--- src/rtl/cal_pkg.sv ---
package cal_pkg;
   localparam int DIG_COUNT = 13;
   localparam int NIB_W     = 4;

   localparam int IX_S1   = 0;
   localparam int IX_S10  = 1;
   localparam int IX_MI1  = 2;
   localparam int IX_MI10 = 3;
   localparam int IX_H1   = 4;
   localparam int IX_H10  = 5;
   localparam int IX_D1   = 6;
   localparam int IX_D10  = 7;
   localparam int IX_MO1  = 8;
   localparam int IX_MO10 = 9;
   localparam int IX_Y1   = 10;
   localparam int IX_Y10  = 11;
   localparam int IX_WK   = 12;

   typedef logic [DIG_COUNT-1:0][NIB_W-1:0] digits_t;

   // legal bits of each digit; the hour-tens field depends on the hour mode
   function automatic logic [NIB_W-1:0] field_mask(input int idx, input logic m24);
      case (idx)
         IX_S10, IX_MI10, IX_WK: field_mask = 4'b0111;
         IX_H10:                 field_mask = m24 ? 4'b0011 : 4'b0101;
         IX_D10:                 field_mask = 4'b0011;
         IX_MO10:                field_mask = 4'b0001;
         default:                field_mask = 4'b1111;
      endcase
   endfunction

   function automatic logic [NIB_W-1:0] reset_value(input int idx);
      reset_value = (idx == IX_D1 || idx == IX_MO1) ? 4'd1 : 4'd0;
   endfunction

   function automatic logic [6:0] bcd2bin(input logic [3:0] tens, input logic [3:0] units);
      bcd2bin = 7'(tens) * 7'd10 + 7'(units);
   endfunction

   function automatic logic [6:0] month_len(input logic [6:0] mon, input logic leap);
      case (mon)
         7'd2:                    month_len = leap ? 7'd29 : 7'd28;
         7'd4, 7'd6, 7'd9, 7'd11: month_len = 7'd30;
         default:                 month_len = 7'd31;
      endcase
   endfunction
endpackage

--- src/rtl/cal_prescale.sv ---
module cal_prescale #(
   parameter int DIV = 16384
) (
   input  logic clk,
   input  logic rst_n,
   input  logic en_i,
   input  logic stop_i,
   input  logic clr_i,
   output logic tick_o
);
   localparam int  CW   = (DIV > 1) ? $clog2(DIV) : 1;
   localparam bit  POW2 = ((1 << CW) == DIV);

   logic [CW-1:0] cnt_q;
   logic          adv;

   assign adv = en_i & ~stop_i & ~clr_i;

   generate
      if (DIV < 2) begin : g_bad_div
         $error("cal_prescale: DIV must be at least 2");
      end
      if (POW2) begin : g_pow2
         // free-running wrap, terminal count is all ones
         always_ff @(posedge clk or negedge rst_n) begin
            if (!rst_n)      cnt_q <= '0;
            else if (clr_i)  cnt_q <= '0;
            else if (adv)    cnt_q <= cnt_q + CW'(1);
         end
         assign tick_o = adv & (&cnt_q);
      end else begin : g_cmp
         always_ff @(posedge clk or negedge rst_n) begin
            if (!rst_n)      cnt_q <= '0;
            else if (clr_i)  cnt_q <= '0;
            else if (adv)    cnt_q <= (cnt_q == CW'(DIV - 1)) ? '0 : cnt_q + CW'(1);
         end
         assign tick_o = adv & (cnt_q == CW'(DIV - 1));
      end
   endgenerate


   stop_freeze_chk: assert property (@(posedge clk) disable iff (!rst_n)
      (stop_i && !clr_i) |=> $stable(cnt_q));

   clr_zero_chk: assert property (@(posedge clk) disable iff (!rst_n)
      clr_i |=> (cnt_q == '0));
endmodule

--- src/rtl/cal_hold.sv ---
module cal_hold (
   input  logic clk,
   input  logic rst_n,
   input  logic hold_i,
   input  logic tick_i,
   output logic step_o,
   output logic busy_o
);
   logic hold_q, pend_q, busy_q;

   always_ff @(posedge clk or negedge rst_n) begin
      if (!rst_n) begin
         hold_q <= 1'b0;
         pend_q <= 1'b0;
         busy_q <= 1'b1;
      end else begin
         hold_q <= hold_i;
         busy_q <= ~hold_i;
         if (!hold_i)     pend_q <= 1'b0;
         else if (tick_i) pend_q <= 1'b1;
      end
   end

   // a live tick, or the single remembered tick in the release cycle
   assign step_o = ~hold_i & (tick_i | (hold_q & pend_q));
   assign busy_o = busy_q;


   busy_low_chk: assert property (@(posedge clk) disable iff (!rst_n)
      hold_i |=> !busy_o);

   busy_high_chk: assert property (@(posedge clk) disable iff (!rst_n)
      !hold_i |=> busy_o);
endmodule

--- src/rtl/cal_advance.sv ---
module cal_advance
   import cal_pkg::*;
(
   input  digits_t cur_i,
   input  logic    mode24_i,
   input  logic    adj_i,
   output digits_t nxt_o,
   output logic    min_adv_o,
   output logic    hr_adv_o
);
   logic       sec_c, min_c, day_c, mon_c, yr_c, pm, leap;
   logic [6:0] day_v, mon_v, dim;
   digits_t    nxt;

   always_comb begin
      nxt   = cur_i;
      sec_c = 1'b0;
      min_c = 1'b0;
      day_c = 1'b0;
      mon_c = 1'b0;
      yr_c  = 1'b0;
      pm    = cur_i[IX_H10][2];
      day_v = bcd2bin(cur_i[IX_D10], cur_i[IX_D1]);
      mon_v = bcd2bin(cur_i[IX_MO10], cur_i[IX_MO1]);
      leap  = ((bcd2bin(cur_i[IX_Y10], cur_i[IX_Y1]) % 7'd4) == 7'd0);
      dim   = month_len(mon_v, leap);

      // seconds: rounding adjust or one-second increment
      if (adj_i) begin
         nxt[IX_S1]  = 4'd0;
         nxt[IX_S10] = 4'd0;
         sec_c       = (cur_i[IX_S10] >= 4'd3);
      end else if (cur_i[IX_S1] == 4'd9) begin
         nxt[IX_S1] = 4'd0;
         if (cur_i[IX_S10] == 4'd5) begin
            nxt[IX_S10] = 4'd0;
            sec_c       = 1'b1;
         end else begin
            nxt[IX_S10] = cur_i[IX_S10] + 4'd1;
         end
      end else begin
         nxt[IX_S1] = cur_i[IX_S1] + 4'd1;
      end

      // minutes
      if (sec_c) begin
         if (cur_i[IX_MI1] == 4'd9) begin
            nxt[IX_MI1] = 4'd0;
            if (cur_i[IX_MI10] == 4'd5) begin
               nxt[IX_MI10] = 4'd0;
               min_c        = 1'b1;
            end else begin
               nxt[IX_MI10] = cur_i[IX_MI10] + 4'd1;
            end
         end else begin
            nxt[IX_MI1] = cur_i[IX_MI1] + 4'd1;
         end
      end

      // hours
      if (min_c) begin
         if (mode24_i) begin
            if (cur_i[IX_H10][1:0] == 2'd2 && cur_i[IX_H1] == 4'd3) begin
               nxt[IX_H10] = 4'd0;
               nxt[IX_H1]  = 4'd0;
               day_c       = 1'b1;
            end else if (cur_i[IX_H1] == 4'd9) begin
               nxt[IX_H1]  = 4'd0;
               nxt[IX_H10] = {2'b00, cur_i[IX_H10][1:0] + 2'd1};
            end else begin
               nxt[IX_H1] = cur_i[IX_H1] + 4'd1;
            end
         end else begin
            if (cur_i[IX_H10][0] && cur_i[IX_H1] == 4'd1) begin
               nxt[IX_H1]  = 4'd2;
               nxt[IX_H10] = {1'b0, ~pm, 2'b01};
               day_c       = pm;
            end else if (cur_i[IX_H10][0] && cur_i[IX_H1] == 4'd2) begin
               nxt[IX_H1]  = 4'd1;
               nxt[IX_H10] = {1'b0, pm, 2'b00};
            end else if (cur_i[IX_H1] == 4'd9) begin
               nxt[IX_H1]  = 4'd0;
               nxt[IX_H10] = {1'b0, pm, 2'b01};
            end else begin
               nxt[IX_H1] = cur_i[IX_H1] + 4'd1;
            end
         end
      end

      // day and weekday; out-of-range dates land on the 1st of next month
      if (day_c) begin
         nxt[IX_WK] = (cur_i[IX_WK] >= 4'd6) ? 4'd0 : cur_i[IX_WK] + 4'd1;
         if (day_v >= dim) begin
            nxt[IX_D1]  = 4'd1;
            nxt[IX_D10] = 4'd0;
            mon_c       = 1'b1;
         end else if (cur_i[IX_D1] == 4'd9) begin
            nxt[IX_D1]  = 4'd0;
            nxt[IX_D10] = cur_i[IX_D10] + 4'd1;
         end else begin
            nxt[IX_D1] = cur_i[IX_D1] + 4'd1;
         end
      end

      // month
      if (mon_c) begin
         if (mon_v >= 7'd12) begin
            nxt[IX_MO1]  = 4'd1;
            nxt[IX_MO10] = 4'd0;
            yr_c         = 1'b1;
         end else if (cur_i[IX_MO1] == 4'd9) begin
            nxt[IX_MO1]  = 4'd0;
            nxt[IX_MO10] = 4'd1;
         end else begin
            nxt[IX_MO1] = cur_i[IX_MO1] + 4'd1;
         end
      end

      // year
      if (yr_c) begin
         if (cur_i[IX_Y1] == 4'd9) begin
            nxt[IX_Y1]  = 4'd0;
            nxt[IX_Y10] = (cur_i[IX_Y10] == 4'd9) ? 4'd0 : cur_i[IX_Y10] + 4'd1;
         end else begin
            nxt[IX_Y1] = cur_i[IX_Y1] + 4'd1;
         end
      end
   end

   assign nxt_o     = nxt;
   assign min_adv_o = sec_c;
   assign hr_adv_o  = min_c;
endmodule

--- src/rtl/bcd_calendar.sv ---
module bcd_calendar
   import cal_pkg::*;
#(
   parameter int PRESCALE_DIV = 16384,
   parameter int ADDR_W       = 4,
   parameter int DATA_W       = 4
) (
   input  logic              clk,
   input  logic              rst_n,
   input  logic              tick_en_i,
   input  logic              stop_i,
   input  logic              sub_rst_i,
   input  logic              hold_i,
   input  logic              mode24_i,
   input  logic              adj_i,
   input  logic              wr_en_i,
   input  logic [ADDR_W-1:0] wr_addr_i,
   input  logic [DATA_W-1:0] wr_data_i,
   input  logic [ADDR_W-1:0] rd_addr_i,
   output logic [DATA_W-1:0] rd_data_o,
   output logic              busy_o,
   output logic              sec_p_o,
   output logic              min_p_o,
   output logic              hr_p_o
);
   localparam int MIN_ADDR_W = $clog2(DIG_COUNT);

   generate
      if (DATA_W != NIB_W) begin : g_bad_data
         $error("bcd_calendar: DATA_W must equal the BCD digit width");
      end
      if (ADDR_W < MIN_ADDR_W) begin : g_bad_addr
         $error("bcd_calendar: ADDR_W too narrow for the digit map");
      end
   endgenerate

   logic       sec_tick, step, adv_en, min_adv, hr_adv;
   logic       sec_p_q, min_p_q, hr_p_q;
   logic [NIB_W-1:0] dig_q [DIG_COUNT];
   digits_t    cur_w, nxt_w;

   cal_prescale #(.DIV(PRESCALE_DIV)) u_pre (
      .clk    (clk),
      .rst_n  (rst_n),
      .en_i   (tick_en_i),
      .stop_i (stop_i),
      .clr_i  (sub_rst_i),
      .tick_o (sec_tick)
   );

   cal_hold u_hold (
      .clk    (clk),
      .rst_n  (rst_n),
      .hold_i (hold_i),
      .tick_i (sec_tick),
      .step_o (step),
      .busy_o (busy_o)
   );

   always_comb begin
      for (int k = 0; k < DIG_COUNT; k++) cur_w[k] = dig_q[k];
   end

   cal_advance u_adv (
      .cur_i     (cur_w),
      .mode24_i  (mode24_i),
      .adj_i     (adj_i),
      .nxt_o     (nxt_w),
      .min_adv_o (min_adv),
      .hr_adv_o  (hr_adv)
   );

   assign adv_en = step | adj_i;

   // one register per digit: a port write wins over the counting update
   for (genvar i = 0; i < DIG_COUNT; i++) begin : g_dig
      localparam logic [NIB_W-1:0] RST_V = reset_value(i);
      always_ff @(posedge clk or negedge rst_n) begin
         if (!rst_n)
            dig_q[i] <= RST_V;
         else if (wr_en_i && wr_addr_i == ADDR_W'(i))
            dig_q[i] <= wr_data_i & field_mask(i, mode24_i);
         else if (adv_en)
            dig_q[i] <= nxt_w[i];
      end
   end

   always_ff @(posedge clk or negedge rst_n) begin
      if (!rst_n) begin
         sec_p_q <= 1'b0;
         min_p_q <= 1'b0;
         hr_p_q  <= 1'b0;
      end else begin
         sec_p_q <= step & ~adj_i;
         min_p_q <= adv_en & min_adv;
         hr_p_q  <= adv_en & hr_adv;
      end
   end

   always_comb begin
      rd_data_o = '0;
      for (int k = 0; k < DIG_COUNT; k++) begin
         if (rd_addr_i == ADDR_W'(k)) rd_data_o = dig_q[k] & field_mask(k, mode24_i);
      end
   end

   assign sec_p_o = sec_p_q;
   assign min_p_o = min_p_q;
   assign hr_p_o  = hr_p_q;


   hold_freeze_chk: assert property (@(posedge clk) disable iff (!rst_n)
      (hold_i && !adj_i && !wr_en_i) |=> ($stable(dig_q[IX_S1]) && $stable(dig_q[IX_S10])));

   adjust_clear_chk: assert property (@(posedge clk) disable iff (!rst_n)
      (adj_i && !wr_en_i) |=> (dig_q[IX_S1] == 4'd0 && dig_q[IX_S10] == 4'd0));

   sec_pulse_chk: assert property (@(posedge clk) disable iff (!rst_n)
      sec_p_o |-> (dig_q[IX_S1] != $past(dig_q[IX_S1])));

   hr_pulse_chk: assert property (@(posedge clk) disable iff (!rst_n)
      hr_p_o |-> (dig_q[IX_H1] != $past(dig_q[IX_H1])));
endmodule

--- config.mk ---
export PLATFORM = sky130hd
export DESIGN_NAME = bcd_calendar
export DESIGN_NICKNAME = d
export VERILOG_FILES = /design/src/rtl/cal_pkg.sv /design/src/rtl/cal_prescale.sv /design/src/rtl/cal_hold.sv /design/src/rtl/cal_advance.sv /design/src/rtl/bcd_calendar.sv
export SDC_FILE = /design/constraint.sdc
export NUM_CORES = 1
export LEC_CHECK = 0
export ABC_AREA = 1
export ABC_CLOCK_PERIOD_IN_PS = 6800
export BUFFER_PORTS_ARGS = -buffer_cell sky130_fd_sc_hd__buf_2
export CAP_MARGIN = 10
export CORE_ASPECT_RATIO = 1.1
export CORE_MARGIN = 3
export CORE_UTILIZATION = 45
export CTS_BUF_LIST = sky130_fd_sc_hd__clkbuf_16
export DETAILED_ROUTE_END_ITERATION = 12
export SLEW_MARGIN = 20
export SYNTH_ARGS = -nofsm -noshare
export SYNTH_HDL_FRONTEND = slang
export SYNTH_SLANG_ARGS = --single-unit
--- constraint.sdc ---
create_clock -name clk -period 6.8 [get_ports clk]
set_input_delay 0.34 -clock clk [delete_from_list [all_inputs] [get_ports clk]]
set_output_delay 0.34 -clock clk [all_outputs]
set_load 0.05 [all_outputs]
# Yosys cells after proc, flatten, opt, wreduce, memory -nomap -nowiden
# Index checks and enable logic that the tools add are counted.
op_classes:
  reduce_logical: 66
  muxes: 116
  bitwise: 41
  mul: 3
  n_eq_ne: 44
  n_lt_le_gt_ge: 4
  addsub: 16
ops:
  columns: ["op", "count"]
  rows:
  - ["$mux W4", 83]
  - ["$and A4 B4 Y4", 26]
  - ["$mux W8", 12]
  - ["$eq A4 B4 Y1 const B", 17]
  - ["$reduce_bool A2 Y1", 27]
  - ["$add A4 B1 Y4 const B", 11]
  - ["$eq A4 B3 Y1 const B", 10]
  - ["$mux W14", 2]
  - ["$eq A4 B2 Y1 const B", 6]
  - ["$mux W1", 17]
  - ["$logic_and A1 B1 Y1", 16]
  - ["$add A14 B1 Y14 const B", 1]
  - ["$add A7 B4 Y7", 2]
  - ["$eq A7 B3 Y1 const B", 2]
  - ["$eq A7 B4 Y1 const B", 2]
  - ["$pmux W7 S2", 1]
  - ["$reduce_and A14 Y1", 1]
  - ["$reduce_and A2 Y1", 7]
  - ["$eq A4 B1 Y1 const B", 3]
  - ["$mul A4 B3 Y6 const B", 2]
  - ["$reduce_and A3 Y1", 4]
  - ["$reduce_bool A3 Y1", 4]
  - ["$and A1 B1 Y1", 8]
  - ["$logic_not A4 Y1", 2]
  - ["18 further kinds", 24]
totals:
  input_bits: 21
  out_inout_bits: 8
  elab_cells: 311
  reg_bits: 72

# Depth between registers and ports, before layout
# Gate-level depths: netlist (run 1).
depth:
  ltp_word: 16
  ltp_mapped: 21

# By module
# A second synthesis (run 1) with hierarchy kept.
hier_totals:
  cells_unflattened: 927
  area_unflattened_um2: 6202.2
by_module_without_submodules:
  columns: ["mod", "n_inst", "seq_area_each_um2", "area_per_inst_um2", "cells_each"]
  rows:
  - ["bcd_calendar", 1, 1378.8, 2956.6, 370]
  - ["cal_advance", 1, 0.0, 2328.5, 436]
  - ["cal_prescale", 1, 350.3, 817.0, 112]
  - ["cal_hold", 1, 76.3, 100.1, 9]

# Worst setup path before layout (run 1)
# OpenSTA, ideal clock, no wires.
synth_path:
  kind: "flip-flop to flip-flop"
  start: "reg dig_q, in the netlist cur_w[33]"
  end: "reg dig_q, in the netlist cur_w[29]"
  setup_time_ns: 0.116
  setup_slack_ns: 3.967
  t_arrival_ns: 2.716
  required_time_ns: 6.684
  stages_incl_launch_ff: 21
  synth_period_minus_slack_ns: 2.833
  path_cell_list: "dfrtp_1 -> ha_1 -> ha_1 -> xnor2_1 -> inv_1 -> o21ai_0 -> a31o_2 -> inv_1 -> ha_1 -> inv_1 -> nand2_1 -> a21oi_1 -> nor2_1 -> nand3_1 -> nand3_2 -> inv_1 -> nand2_1 -> nand3_2 -> inv_2 -> nand2_1 -> nand2_1"
synth_via:
  elab_chain_cells: 9
synth_rtl:
  columns: ["item", "line", "rtl"]
  rows:
  - ["start: declaration", "bcd_calendar.sv:39", "logic [NIB_W-1:0] dig_q [DIG_COUNT];"]
  - ["start signal: indexed assignment", "bcd_calendar.sv:82", "dig_q[i] <= wr_data_i & field_mask(i, mode24_i);"]
  - ["start signal: indexed assignment", "bcd_calendar.sv:84", "dig_q[i] <= nxt_w[i];"]
  - ["$add A7 B4 Y7 (*)", "cal_pkg.sv:37", "bcd2bin = 7'(tens) * 7'd10 + 7'(units);"]
  - ["$eq A7 B3 Y1 or $eq A7 B4 Y1 (tied branches)", "cal_pkg.sv:41", "case (mon)"]
  - ["$reduce_or A4 Y1", "cal_pkg.sv:41", null]
  - ["$pmux W7 S2 (*)", "cal_pkg.sv:41", null]
  - ["$ge A7 B7 Y1 (*)", "cal_advance.sv:93", "if (day_v >= dim) begin"]
  - ["$mux W8", "cal_advance.sv:93", null]
  - ["$mux W8", "cal_advance.sv:91", "if (day_c) begin"]
  - ["$mux W4", "bcd_calendar.sv:83", "else if (adv_en)"]
  - ["$mux W4", "bcd_calendar.sv:81", "else if (wr_en_i && wr_addr_i == ADDR_W'(i))"]
# Mark *: on every way between the ends. The rest lies on a longest branch, timed or not. The select of a mux whose other input is x is not followed.
# A chain may end at the register's enable or synchronous reset.

# Worst setup path after layout (run 1)
# Ends and elaborated chain as after synthesis.

==> key figures, run 1 <==
Status
  • Status: completed

Cells and area
  • Sequential cell area: 0.00171 mm^2
  • Finished Cell Area: 0.00573 mm^2
  • Most frequent cells in the layout: 184 x nand2_1, 97 x inv_1, 71 x nor2_1, 66 x nand3_1, 65 x dfrtp_1
  • Area of the multi-input gates: 0.00300 mm^2
  • Ant. Diodes: 0
  • Fill count: 1,078
  • Area grow syn2layout: 11.9%
  • Layout Nets: 824
  • Layout cells sized above 1: 0.110
  • Commonest non-fill, non-tap cell in the layout: nand2_1

Floorplan
  • IO Count: 29
  • Die height: 118 um
  • Die width: 108 um
  • Core region area: 0.0110 mm^2
  • Num rows: 40
  • Initial core utilization: 0.465
  • Die ar.: 0.0127 mm^2

Worst setup path
  • Reg-to-reg setup timing slack: 3.60 ns
  • CP Capture Type: flop
  • R2R Path End: cur_w[29]$_DFFE_PN0P_
  • Reg2reg path depth: 20
  • CP max FO: 7
  • Critical path type: flop to flop
  • Crit path required time: 7.04 ns
  • Startpoint class of the critical path: flop
  • FF-to-FF Start: cur_w[33]$_DFFE_PN0P_
  • Arrival time at the worst endpoint: 3.44 ns

Yosys
  • Register bit total from synthesis: 68
  • Mapped Area: 0.00512 mm^2
  • Simple-gate portion of the synthesized area: 0.353
  • Synth Net Count: 788
  • Syn avg cell area: 6.90 um^2
  • Post-synth EDFFs: 0
  • Seq/Total Area, Yosys: 0.333
  • Synth Area in Adders: 0.0641
  • Compound-cell area share of the yosys netlist: 0.141
  • Mux contribution to synthesized area: 0
  • Ys async rst share: 1.00
  • XOR/XNOR share of the synthesized area: 0.0274
  • Main combinational cell family by area after synthesis: simple AND/OR/NAND/NOR gates
  • Primary FF master, synth: dfrtp_1
  • Post-synth cell types: 40
  • Mapped Cells: 742
  • Ys Warns: 0

Clocking
  • Max Buffers Root-to-Sink: 2
  • Post_cts resized: 0
  • Root buffer cell: clkbuf_16
  • Worst-Skew Late Latency: 0.35 ns
  • Cts-stage hold buffer count: 0
  • TritonCTS clock tree: built
  • # clock sinks: 68
  • CTS Buf Count: 9
  • # H-tree levels: 3
  • Setup Fix Bufs, Post-CTS: 0
  • Clock-pin transition on the worst setup and hold timing paths: 0.06 ns

Timing
  • Final period utilization: 0.471
  • Setup Total Neg Slack: 0 ns
  • Endpoints failing hold: 0
  • Minimum clock period after layout: 3.20 ns
  • Clk_skew: 0.00974 ns
  • Max Clock Freq: 312 MHz
  • Slew HR: 0.415
  • # setup viols final: 0
  • RSZ-0062 raised after global routing: false
  • Final slew viol count: 0
  • Worst-Margin Slew: 0.877 ns

Worst hold path
  • Hold wc startpoint: hold_i
  • Worst Hold Path Cells: 1
  • Worst Hold Class: input port to flop
  • Hold endpoint: u_hold.hold_q$_DFF_PN0_

Detailed routing
  • Iter 0 DRT Violations: 387
  • Drt drc: 0
  • Vias per cell: 5.37
  • Vias: 4,996
  • Drt pass-1 iters: 5
  • Drt total wl: 13.6 mm
  • DR WL/cell: 14.7 um
  • Antenna-violating nets left: 0

Pwr
  • Maximum VDD drop: 121 uV
  • Tot Pwr: 1.36 mW
  • PD cells: 237 mW/mm^2
  • Leak pwr: 2.87 nW

Global routing
  • GRT Total Usage: 0.231
  • Antenna violations before repair: 0
  • GRT overflow: 0
  • Maximum number of pins on one net before global-route repair: 69
  • Number of global-route vias before repair: 4,634
  • First-pass GRT wire length: 23.2 mm

Place
  • GPL Wtd Cong: 0.899
  • Placement Cell Area: 0.00543 mm^2
  • Input/output buffers: 28
  • Post-DP HPWL: 10.4 mm

Flow run
  • Max-cap violations: 0
## routing by layer
layer / global-route usage / share of wire
met3: 0.0384 / 0.047
met4: 0.0987 / 0.025
met1: 0.320 / 0.47
met5: 0 / 0
met2: 0.356 / 0.46
## flip-flops by register name, indices dropped and copies added (netlist names)
name and count:
u_hold.hold_q 1, cur_w 48, sec_p_o 1, u_hold.busy_o 1, u_hold.pend_q 1, min_p_o 1
u_pre.cnt_q 14, hr_p_o 1
## worst max path at each step
stage | to | slack [ns] | from | depth (start not counted)
2_1_floorplan | cur_w[29]$_DFFE_PN0P_ | 3.97 | cur_w[33]$_DFFE_PN0P_ | 20
3_3_place_gp | cur_w[29]$_DFFE_PN0P_ | 3.82 | cur_w[33]$_DFFE_PN0P_ | 20
3_5_place_dp | cur_w[29]$_DFFE_PN0P_ | 3.64 | cur_w[33]$_DFFE_PN0P_ | 20
4_1_cts | cur_w[29]$_DFFE_PN0P_ | 3.61 | cur_w[33]$_DFFE_PN0P_ | 20
5_1_grt | cur_w[30]$_DFFE_PN0P_ | 3.25 | cur_w[33]$_DFFE_PN0P_ | 19
6_report | cur_w[29]$_DFFE_PN0P_ | 3.60 | cur_w[33]$_DFFE_PN0P_ | 20
## cell usage after synthesis (6+ instances only)
cell type,instances,share of area
dfrtp_1,65,0.32
o21ai_0,60,0.059
nand2_2,7,0.0086
nand4_1,22,0.027
nor3_1,19,0.019
nand2_1,184,0.13
ha_1,23,0.056
o21ai_1,13,0.013
xor2_1,12,0.021
inv_2,10,0.0073
nor2_1,71,0.052
inv_1,97,0.071
o22ai_1,6,0.0073
a21oi_1,27,0.026
nand3_1,66,0.065
## critical path, cell delays in order, from the launching register on
cell	delay (ns)
dfrtp_1	0.43
ha_1	0.26
ha_1	0.20
xnor2_1	0.21
inv_1	0.09
o21ai_0	0.23
a31o_2	0.18
inv_1	0.03
ha_1	0.25
inv_1	0.05
nand2_1	0.04
a21oi_1	0.15
nor2_1	0.06
nand3_1	0.08
nand3_2	0.15
inv_1	0.27
nand2_1	0.11
nand3_2	0.14
inv_2	0.05
nand2_1	0.05
nand2_1	0.04
## where the power goes
group / switching (mW) / internal, mW / total (mW)
logic: 0.209 / 0.131 / 0.340
registers: 0.0861 / 0.464 / 0.550
clock network: 0.187 / 0.282 / 0.469
total: 0.482 / 0.876 / 1.36
## logic make-up (layout without fill, tap and decap cells)
| family | after synthesis | count (layout) |
|---|---|---|
| AND/OR/NAND/NOR | 392 | 392 |
| flip-flops | 68 | 68 |
| buffers and inverters | 111 | 152 |
| XOR/XNOR | 16 | 16 |
| AO/OA/AOI/OAI | 130 | 130 |
| adder cells (fa/ha/maj) | 25 | 25 |
## per-stage QoR
stage | utilization | cells | hold WS, ns | worst slack, ns
6_report | 0.520 | 930 | 0.111 | 3.60
3_3_place_gp | 0.494 | 914 | 0.464 | 3.82
2_1_floorplan | - | 742 | 0.0444 | 3.97
5_1_grt | 0.520 | 930 | 0.105 | 3.25
3_5_place_dp | 0.494 | 914 | 0.470 | 3.64
4_1_cts | 0.520 | 930 | 0.102 | 3.61
## cell type report
type	count	share of cell area
Clock buffer	9	0.0393
Inverter	107	0.0701
Clock inverter	7	0.0118
Timing Repair Buffer	29	0.0258
Sequential cell	68	0.298
Tap cell	147	0.0321
Multi-Input combinational cell	563	0.523
No activity file was read; power rests on OpenSTA's default activity.
==> run 2, diff against run 1 <==
Settings changed: ABC_AREA 1 to 0, ABC_CLOCK_PERIOD_IN_PS 6800 to 3100.
Clock period 6.8 ns to 3.1 ns, I/O delays scaled along.
==> run 2 against run 1 <==
- the run now ends with negative setup slack left
- first-iteration DRC count is 13% lower
- clock power rose by 130%
- power grew to 2.6 times the previous value
- global-route usage shrank 1.2 points
- setup slack worse by 3.8 ns
- critical path depth is 4 lower
- synthesized cell count decreased by 19%
- via count fell by 6.2%
- non-clock buffer count increased by 34
- critical path type unchanged
- critical endpoint is now cur_w[43]$_DFFE_PN0P_
==> key figures, run 2 <==
Status
  • Status: finished with violations
  • Violated checks: negative setup slack

Detailed routing
  • Vias per cell: 5.91
  • Drt pass-1 iters: 5
  • DR WL/cell: 17.0 um
  • Iter 0 DRT Violations: 338
  • Drt total wl: 13.5 mm
  • Antenna-violating nets left: 0
  • Drt drc: 0
  • Vias: 4,684

Yosys
  • Main combinational cell family by area after synthesis: simple AND/OR/NAND/NOR gates
  • Mapped Cells: 599
  • Seq/Total Area, Yosys: 0.332
  • Syn avg cell area: 8.58 um^2
  • XOR/XNOR share of the synthesized area: 0.0426
  • Most common cell in the netlist: nor2_1
  • Primary FF master, synth: dfrtp_1
  • Synth area leader: dfrtp_1
  • Ys async rst share: 1.00
  • Mapped Area: 0.00514 mm^2
  • Synth Net Count: 645
  • Top cell type's share of synthesized area: 0.317
  • Simple-gate portion of the synthesized area: 0.278
  • Ys Warns: 0
  • Post-synth EDFFs: 0
  • Synth cell count leaders: 66 x nor2_1, 65 x dfrtp_1, 63 x nand2_1
  • Synth Area in Adders: 0.0638
  • Compound-cell area share of the yosys netlist: 0.180
  • Post-synth cell types: 77
  • Mux contribution to synthesized area: 0.0599
  • Ranking of synthesized cells by area: dfrtp_1 32%, ha_1 5.6%, nor2_1 4.8%
  • Register bit total from synthesis: 68

Pwr
  • Switch Pwr: 1.26 mW
  • PD cells: 594 mW/mm^2
  • Tot Pwr: 3.59 mW
  • Clock Power Share: 0.306
  • Switching portion of total power: 0.351
  • Leak pwr: 2.51 nW
  • Sequential fraction of design power: 0.346
  • Comb pwr share: 0.348
  • Maximum VDD drop: 279 uV
  • Internal power: 2.33 mW

Cells and area
  • Fill count: 1,021
  • Most frequent cells in the layout: 64 x nor2_1, 64 x dfrtp_1, 63 x nand2_1, 41 x a21oi_1, 34 x o21ai_0
  • Ant. Diodes: 0
  • Area grow syn2layout: 17.6%
  • Max reg flops: 48
  • Layout cells sized above 1: 0.192
  • Finished Cell Area: 0.00604 mm^2
  • Layout Nets: 687

Floorplan
  • Die width: 108 um
  • IO Count: 29
  • Num rows: 40
  • Die height: 118 um
  • Die ar.: 0.0127 mm^2
  • Initial core utilization: 0.467
  • Core region area: 0.0110 mm^2

Worst setup path
  • Reg2reg path depth: 16
  • CP max FO: 6
  • Reg-to-reg setup timing slack: -0.17 ns
  • Crit path required time: 3.29 ns
  • Critical path type: flop to flop
  • Arrival time at the worst endpoint: 3.46 ns
  • Startpoint class of the critical path: flop
  • R2R Path End: cur_w[43]$_DFFE_PN0P_
  • Critical Path Start: cur_w[36]$_DFFE_PN0P_
  • CP Capture Type: flop
  • FF-to-FF Start: cur_w[36]$_DFFE_PN0P_
  • Crit path to: cur_w[43]$_DFFE_PN0P_

Timing
  • # setup viols final: 16
  • Minimum clock period after layout: 3.27 ns
  • Slew HR: 0.404
  • Max Clock Freq: 306 MHz
  • Final period utilization: 1.05
  • Final slew viol count: 0
  • RSZ-0062 raised after global routing: true
  • Clk_skew: 0.00704 ns
  • Endpoints failing hold: 0
  • Setup WS post-layout: -0.166 ns
  • Worst-Margin Slew: 0.894 ns

Clocking
  • CTS Buf Count: 9
  • Root buffer cell: clkbuf_16
  • # clock sinks: 68
  • Max Buffers Root-to-Sink: 2
  • Worst-Skew Late Latency: 0.33 ns
  • Clock-pin transition on the worst setup and hold timing paths: 0.06 ns
  • TritonCTS clock tree: built
  • # H-tree levels: 3

Worst hold path
  • Worst Hold Class: input port to asynchronous set/reset pin

Global routing
  • GRT Total Usage: 0.220
  • First-pass GRT wire length: 22.5 mm
  • Number of global-route vias before repair: 4,436
  • GRT overflow: 0
  • Antenna violations before repair: 0
  • Maximum number of pins on one net before global-route repair: 69

Place
  • Post-DP HPWL: 9.68 mm
  • GPL Wtd Cong: 0.819
  • Input/output buffers: 28
  • Placement Cell Area: 0.00558 mm^2

Flow run
  • Max-cap violations: 0
==> run 2: power groups by stage <==
| stage | Clock, mW | Combinational, mW | Sequential [mW] |
|---|---|---|---|
| after floorplan | 0 | 0.835 | 1.16 |
| after global placement | 0 | 1.14 | 1.24 |
| after detailed placement | 0 | 1.16 | 1.24 |
| after CTS | 1.13 | 1.21 | 1.23 |
| after global routing | 1.16 | 1.39 | 1.26 |
| final | 1.10 | 1.25 | 1.24 |
==> run 2: worst max-delay path, cell delays in order (launching register included) <==
cell and delay [ns]:
dfrtp_2 0.44, ha_4 0.18, ha_4 0.16, xor2_2 0.15, nor2_2 0.12, o211ai_1 0.12, a21oi_1 0.16, o21ai_1 0.08
ha_1 0.30, nand2b_4 0.11, a21oi_2 0.05, o211ai_1 0.25, a41oi_4 0.18, buf_12 0.18, nor4b_4 0.33, mux2i_1 0.23
o21ai_1 0.08
==> run 2: how the worst min path moves through the flow <==
| stage | startpoint | end | slack, ns | cells past startpoint |
|---|---|---|---|---|
| 2_1_floorplan | rst_n | cur_w[0]$_DFFE_PN0P_ | -0.14 | 0 |
| 3_3_place_gp | hold_i | u_hold.hold_q$_DFF_PN0_ | 0.35 | 1 |
| 3_5_place_dp | hold_i | u_hold.hold_q$_DFF_PN0_ | 0.35 | 1 |
| 4_1_cts | rst_n | hr_p_o$_DFF_PN0_ | 0.07 | 2 |
| 5_1_grt | rst_n | hr_p_o$_DFF_PN0_ | 0.11 | 2 |
| 6_report | rst_n | hr_p_o$_DFF_PN0_ | 0.04 | 2 |
==> run 2: layer usage <==
| metal | vias to the layer above | wire, um | track usage |
|---|---|---|---|
| li1 | 2262 | - | - |
| met5 | - | 0 | 0 |
| met2 | 141 | 6200 | 0.337 |
| met4 | 0 | 241 | 0.0734 |
| met3 | 18 | 706 | 0.0258 |
| met1 | 2263 | 6350 | 0.320 |
==> run 2: area by class of cell <==
class	count	area, um^2	area share
well taps	147	184	0.0304
flip-flops and latches	68	1710	0.283
repair buffers	63	422	0.0698
clock buffers	9	225	0.0373
multi-input cells	476	3320	0.550
inverters	23	86.3	0.0143
clock inverters	7	93.8	0.0155
==> run 2: kinds of logic after synthesis <==
| group | after synthesis |
|---|---|
| AO/OA/AOI/OAI | 143 |
| XOR/XNOR | 25 |
| AND/OR/NAND/NOR | 259 |
| adder cells (fa/ha/maj) | 25 |
| flip-flops | 68 |
| multiplexers | 24 |
| buffers and inverters | 55 |
==> run 2: stage by stage <==
step,setup TNS (ns),hold WS [ns],instances,util,setup WS (ns)
after global routing,-4.81,0.114,793,0.549,-0.321
after global placement,-0.530,0.349,772,0.507,-0.0990
after CTS,-1.53,0.0665,791,0.544,-0.168
after floorplan,-0.752,-0.141,599,-,-0.229
after detailed placement,-2.17,0.352,772,0.507,-0.255
final,-1.38,0.0390,793,0.549,-0.166
==> run 2: timing repair <==
action,4_1_cts,5_1_grt
hold endpoints to repair,1,0
endpoints found under the setup margin,19,21
setup buffers,2,2
gates resized for setup,8,6
pin swaps,24,9
hold buffers,1,0
